[config.mk]
export PLATFORM = sky130hd
export DESIGN_NAME = adc_status_word
export DESIGN_NICKNAME = d
export VERILOG_FILES = /design/src/rtl/adc_stat_pkg.sv /design/src/rtl/adc_result_clamp.sv /design/src/rtl/adc_ready_tracker.sv /design/src/rtl/adc_status_word.sv
export SDC_FILE = /design/constraint.sdc
export NUM_CORES = 1
export LEC_CHECK = 0
export BUFFER_PORTS_ARGS = -buffer_cell sky130_fd_sc_hd__buf_2
export CAP_MARGIN = 10
export CORE_MARGIN = 4
export CORE_UTILIZATION = 33
export DETAILED_ROUTE_END_ITERATION = 7
export PLACE_DENSITY = 0.61
export REMOVE_ABC_BUFFERS = 1
export SYNTH_ARGS = -nofsm -noshare
export SYNTH_HDL_FRONTEND = slang
export SYNTH_SLANG_ARGS = --single-unit
[constraint.sdc]
create_clock -name clk -period 1.1 [get_ports clk]
set_clock_uncertainty 0.1 [all_clocks]
set_input_delay 0.11 -clock clk [delete_from_list [all_inputs] [get_ports clk]]
set_output_delay 0.11 -clock clk [all_outputs]
set_load 0.01 [all_outputs]
[src/rtl/adc_stat_pkg.sv]
package adc_stat_pkg;
  localparam int STAT_W = 16;
  localparam int B_PRDY = 0;
  localparam int B_ARDY = 1;
  localparam int B_GOVR = 2;
  localparam int B_PTHR = 4;
  localparam int B_ATHR = 6;
  localparam int B_PERR = 12;
  localparam int B_AERR = 13;
  localparam int B_CAL  = 15;
  localparam logic [STAT_W-1:0] RSV_MASK = 16'h4FA8;
endpackage

[src/rtl/adc_result_clamp.sv]
module adc_result_clamp #(
  parameter int DW = 24
) (
  input  logic          clk,
  input  logic          rst,
  input  logic          wr,
  input  logic [DW-1:0] raw,
  input  logic          over,
  input  logic          under,
  output logic [DW-1:0] data,
  output logic          good_wr,
  output logic          bad_wr
);
  localparam logic [DW-1:0] POS_FS = {1'b0, {(DW-1){1'b1}}};
  localparam logic [DW-1:0] NEG_FS = {1'b1, {(DW-1){1'b0}}};

  assign good_wr = wr && !over && !under;
  assign bad_wr  = wr && (over || under);

  always_ff @(posedge clk) begin
    if (rst) data <= '0;
    else if (wr) begin
      if (under)     data <= NEG_FS;
      else if (over) data <= POS_FS;
      else           data <= raw;
    end
  end

  a_r3_over_clamp: assert property (@(posedge clk) disable iff (rst)
    (wr && over && !under) |=> (data == POS_FS));
  a_r3_under_clamp: assert property (@(posedge clk) disable iff (rst)
    (wr && under) |=> (data == NEG_FS));
endmodule

[src/rtl/adc_ready_tracker.sv]
module adc_ready_tracker (
  input  logic clk,
  input  logic rst,
  input  logic pri_set,
  input  logic aux_set,
  input  logic pri_rd,
  input  logic aux_rd,
  output logic pri_rdy,
  output logic aux_rdy
);
  logic aux_seen;

  always_ff @(posedge clk) begin
    if (rst) begin
      pri_rdy  <= 1'b0;
      aux_rdy  <= 1'b0;
      aux_seen <= 1'b0;
    end else begin
      if (pri_set)     pri_rdy <= 1'b1;
      else if (pri_rd) pri_rdy <= 1'b0;

      if (aux_set)                  aux_rdy <= 1'b1;
      else if (pri_rd && aux_seen)  aux_rdy <= 1'b0;

      if (aux_rd)      aux_seen <= 1'b1;
      else if (pri_rd) aux_seen <= 1'b0;
    end
  end

  a_r6_no_clear_unarmed: assert property (@(posedge clk) disable iff (rst)
    (aux_rdy && !aux_seen) |=> aux_rdy);
  a_r5_read_clears: assert property (@(posedge clk) disable iff (rst)
    (pri_rd && !pri_set) |=> !pri_rdy);
  a_r5_set_wins: assert property (@(posedge clk) disable iff (rst)
    pri_set |=> pri_rdy);
endmodule

[src/rtl/adc_status_word.sv]
module adc_status_word #(
  parameter int DW = 24
) (
  input  logic          clk,
  input  logic          rst,
  input  logic          pri_wr,
  input  logic [DW-1:0] pri_raw,
  input  logic          pri_over,
  input  logic          pri_under,
  input  logic          aux_wr,
  input  logic [DW-1:0] aux_raw,
  input  logic          aux_over,
  input  logic          aux_under,
  input  logic          cal_done,
  input  logic          gross_tick,
  input  logic          gross_hit,
  input  logic          gross_en,
  input  logic          gain_chg,
  input  logic          pri_thr,
  input  logic          acc_thr,
  input  logic          mode_wr,
  input  logic          pri_rd,
  input  logic          aux_rd,
  output logic [15:0]   status,
  output logic [DW-1:0] pri_data,
  output logic [DW-1:0] aux_data
);
  import adc_stat_pkg::*;

  logic pri_good, pri_bad, aux_good, aux_bad;
  logic pri_rdy, aux_rdy;
  logic cal_f, perr_f, aerr_f, govr_f, pthr_f, athr_f;
  logic govr_set;

  adc_result_clamp #(.DW(DW)) u_pclamp (
    .clk(clk), .rst(rst), .wr(pri_wr), .raw(pri_raw), .over(pri_over),
    .under(pri_under), .data(pri_data), .good_wr(pri_good), .bad_wr(pri_bad));

  adc_result_clamp #(.DW(DW)) u_aclamp (
    .clk(clk), .rst(rst), .wr(aux_wr), .raw(aux_raw), .over(aux_over),
    .under(aux_under), .data(aux_data), .good_wr(aux_good), .bad_wr(aux_bad));

  adc_ready_tracker u_rdy (
    .clk(clk), .rst(rst), .pri_set(pri_good || cal_done),
    .aux_set(aux_good || cal_done), .pri_rd(pri_rd), .aux_rd(aux_rd),
    .pri_rdy(pri_rdy), .aux_rdy(aux_rdy));

  assign govr_set = gross_en && gross_tick && gross_hit;

  always_ff @(posedge clk) begin
    if (rst) begin
      cal_f  <= 1'b0;
      perr_f <= 1'b0;
      aerr_f <= 1'b0;
      govr_f <= 1'b0;
      pthr_f <= 1'b0;
      athr_f <= 1'b0;
    end else begin
      if (cal_done)     cal_f <= 1'b1;
      else if (mode_wr) cal_f <= 1'b0;

      if (pri_bad)       perr_f <= 1'b1;
      else if (pri_good) perr_f <= 1'b0;

      if (aux_bad)       aerr_f <= 1'b1;
      else if (aux_good) aerr_f <= 1'b0;

      if (govr_set)                  govr_f <= 1'b1;
      else if (!gross_en || gain_chg) govr_f <= 1'b0;

      pthr_f <= pri_thr;
      athr_f <= acc_thr;
    end
  end

  always_comb begin
    status         = '0;
    status[B_PRDY] = pri_rdy;
    status[B_ARDY] = aux_rdy;
    status[B_GOVR] = govr_f;
    status[B_PTHR] = pthr_f;
    status[B_ATHR] = athr_f;
    status[B_PERR] = perr_f;
    status[B_AERR] = aerr_f;
    status[B_CAL]  = cal_f;
  end

  a_r2_mode_clears: assert property (@(posedge clk) disable iff (rst)
    (mode_wr && !cal_done) |=> !status[B_CAL]);
  a_r2_cal_sets: assert property (@(posedge clk) disable iff (rst)
    cal_done |=> status[B_CAL]);
  a_r7_needs_enable: assert property (@(posedge clk) disable iff (rst)
    !gross_en |=> !status[B_GOVR]);
  a_r7_sticky: assert property (@(posedge clk) disable iff (rst)
    (status[B_GOVR] && gross_en && !gain_chg) |=> status[B_GOVR]);
  a_r4_pri_err_set: assert property (@(posedge clk) disable iff (rst)
    (pri_wr && (pri_over || pri_under)) |=> status[B_PERR]);
  a_r9_reserved: assert property (@(posedge clk) disable iff (rst)
    (status & RSV_MASK) == 16'h0);
endmodule

==> impl_metrics.py <==
metrics = {
    "worst_setup_path": {
        "reg2reg_to": "u_rdy.aux_rdy$_SDFFE_PP0P_",
        "end_kind": "register",
        "critPathLaunchType": "input pin",
        "ff2ff_setup_slack_ns": 0.25,
        "r2r_start": "u_rdy.aux_seen$_SDFFE_PP0P_",
        "arrival_ns": 1.15,
        "crit_path_max_fanout": 3,
        "cp.required_ns": 1.21,
        "rr_worst_depth": 3,
        "path_class": "in -> reg",
    },
    "sta": {
        "fin_crit_sh_pct": 94.1,
        "final_hold_viol_count": 0,
        "drv_slew": 0,
        "grt_setup_unrepaired": "false",
        "period_needed_ns": 1.03,
        "setup_viol": 0,
        "setup_ws_ns": 0.0653,
        "fmax_mhz": 967,
    },
    "route": {
        "via_per_inst": 4.43,
        "wl_mm": 7.51,
        "routedWlPerCell_um": 13.8,
        "ant_nets": 0,
        "num_vias": 2411,
        "drt_iter0_markers": 88,
        "drc": 0,
        "dr.pass1.iters": 4,
    },
    "worst_hold_path": {
        "min_from": "gain_chg",
        "min_to": "govr_f$_SDFFE_PP0P_",
        "whs_path_depth": 4,
        "hp-class": "in -> reg",
    },
    "power_and_ir_drop": {
        "pwr-share-clk_pct": 37.1,
        "internal_power_w": 0.00373,
        "switching_power_w": 0.00133,
        "power_frac_seq_pct": 44.1,
        "total_power_w": 0.00506,
        "combPwrFrac_pct": 18.7,
        "power_leakage_nw": 1.73,
        "peakVddDrop_uv": 553,
        "switching_share_pct": 26.2,
        "power.density_nw_per_um2": 1240,
    },
    "grt": {
        "grt_max_degree": 31,
        "grt-ovfl-total": 0,
        "antenna_found_initial": 0,
        "grt_usage_pct": 16.2,
        "grt_pass1_wl_mm": 12.5,
        "first_global_vias": 2555,
    },
    "clock_network": {
        "htree_levels": 3,
        "clkSlewWorstSetupHoldPaths_ns": 0.06,
        "tritoncts": "yes",
        "cts_root_buf": "clkbuf_8",
        "cts_buffers": 9,
        "cts.sinks": 57,
        "post_cts_buffers": 0,
        "clock_tree.buffer_depth": 2,
        "insertion_delay_ns": 0.32,
    },
    "synth": {
        "ys_ff_latch": 57,
        "synth_area_per_cell_um2": 10.0,
        "syn_inst": 261,
        "yosysSeqAreaShare_pct": 43.5,
        "synth_cell_types": 24,
        "synth_area_um2": 2620,
        "yosysWarnings": 0,
    },
    "final_layout": {
        "multi_input_area_um2": 1230,
        "areaGrowthSynthToFinish_pct": 55.2,
        "final_common_cell": "buf_2",
        "final-seq-area_um2": 1140,
        "final_nets": 503,
        "instances_no_fill": 544,
        "layout_common_cells": "buf_2 (121), dfxtp_1 (57), dlygate4sd3_1 (57)",
        "antennaDiodeCount": 0,
        "fill_cells": 719,
        "drive_gt1_share_pct": 52.3,
        "fin_area_um2": 4070,
    },
    "run": {
        "drv_cap": 0,
    },
    "place": {
        "place_hpwl_mm": 4.99,
        "pre_cts_ws_ns": -0.0223,
        "dp_cells": 471,
        "portBuffers": 121,
        "placed_area_um2": 3310,
        "gp_congestion": 0.726,
    },
    "die": {
        "initial_core_util_pct": 33.9,
        "die-area_um2": 9440,
        "io_pins": 130,
        "die_h_um": 97.1,
        "die_x_um": 97.1,
        "core_area_um2": 7730,
        "rows": 32,
    },
    "run_status": {
        "outcome": "completed",
    },
}
-- flip-flops by register name, summed over array words and instances (netlist names) --
signal,count
cal_f,1
u_pclamp.data,24
pthr_f,1
u_rdy.pri_rdy,1
athr_f,1
perr_f,1
govr_f,1
aerr_f,1
u_aclamp.data,24
u_rdy.aux_rdy,1
u_rdy.aux_seen,1
-- stage by stage --
step           hold WS (ns)  util [%]  setup TNS [ns]
6_report             0.0286      52.7               0
5_1_grt              0.0473      52.7               0
4_1_cts              0.0145      52.7               0
3_5_place_dp          0.231      42.8         -0.0223
3_3_place_gp          0.216      42.8               0
2_1_floorplan        0.0724         -               0
-- cells in the mapped netlist --
| cell type | n | area, um2 |
|---|---|---|
| a211oi_1 | 2 | 15.0 |
| a211oi_2 | 2 | 25.0 |
| a21oi_1 | 10 | 50.1 |
| a21oi_2 | 38 | 333 |
| a221oi_1 | 1 | 8.76 |
| a22oi_1 | 1 | 7.51 |
| and2b_4 | 2 | 20.0 |
| buf_1 | 1 | 3.75 |
| buf_12 | 2 | 40.0 |
| buf_2 | 8 | 40.0 |
| buf_4 | 20 | 150 |
| buf_6 | 2 | 22.5 |
| clkbuf_1 | 2 | 7.51 |
| conb_1 | 1 | 3.75 |
| dfxtp_1 | 57 | 1140 |
| inv_1 | 3 | 11.3 |
| nand2_1 | 1 | 3.75 |
| nand2b_1 | 48 | 300 |
| nor2_1 | 9 | 33.8 |
| nor2b_1 | 2 | 12.5 |
| nor3_1 | 1 | 5.00 |
| nor3b_1 | 2 | 15.0 |
| o21ai_1 | 8 | 40.0 |
| o21ai_2 | 38 | 333 |
-- area by class of cell --
type / instances / area share, %
clock buffer: 14 / 4.49
timing repair buffer: 193 / 33.5
tap: 102 / 3.14
multi-input combinational: 173 / 30.3
sequential: 57 / 28.0
clock inverter: 2 / 0.246
inverter: 3 / 0.277
-- metal layers --
layer	part of all wire (%)	track usage, %	vias to the layer above
li1	-	-	1215
met1	42	18.9	1109
met2	51	27.4	68
met3	4.2	3.37	19
met4	3.2	9.07	0
met5	0	0	-
-- worst max path at each step --
| stage | from | to | cells after the start |
|---|---|---|---|
| 3_5_place_dp | aux_over | u_rdy.aux_rdy$_SDFFE_PP0P_ | 4 |
| 3_3_place_gp | aux_over | u_rdy.aux_rdy$_SDFFE_PP0P_ | 4 |
| 5_1_grt | pri_wr | u_rdy.pri_rdy$_SDFFE_PP0P_ | 4 |
| 2_1_floorplan | aux_under | u_aclamp.data[0]$_SDFFE_PP0P_ | 3 |
| 4_1_cts | u_aclamp.data[3]$_SDFFE_PP0P_ | aux_data[3] | 1 |
| 6_report | pri_wr | u_rdy.pri_rdy$_SDFFE_PP0P_ | 4 |
-- worst max-delay path, stage by stage --
cell	delay, ns
buf_2	0.11
dlygate4sd3_1	0.59
a221oi_1	0.28
nor2_1	0.06
-- kinds of logic (layout without fill, tap and decap cells) --
kind of cell    after synthesis  count (layout)  share of synthesized area, %
compound gates              100             100                          31.0
buf+inv                      38             212                          10.5
flops                        57              57                          43.5
other cells                   1               8                         0.143
simple gates                 65              65                          14.9
-- power groups by stage --
| stage | registers [W] | clock network, W | logic [W] |
|---|---|---|---|
| finish | 0.00223 | 0.00188 | 0.000947 |
| global route | 0.00224 | 0.00204 | 0.00103 |
| CTS | 0.00223 | 0.00195 | 0.000947 |
| detailed placement | 0.00228 | 0 | 0.000789 |
| global placement | 0.00227 | 0 | 0.000781 |
| floorplan | 0.00233 | 0 | 0.000264 |
-- what timing repair did --
item | CTS | global route
hold buffers | 57 | 0
gates resized for setup | 0 | 0
endpoints found under the setup margin | 0 | 0
hold endpoints to repair | 57 | 0
Power figures use the tool's default switching activity.
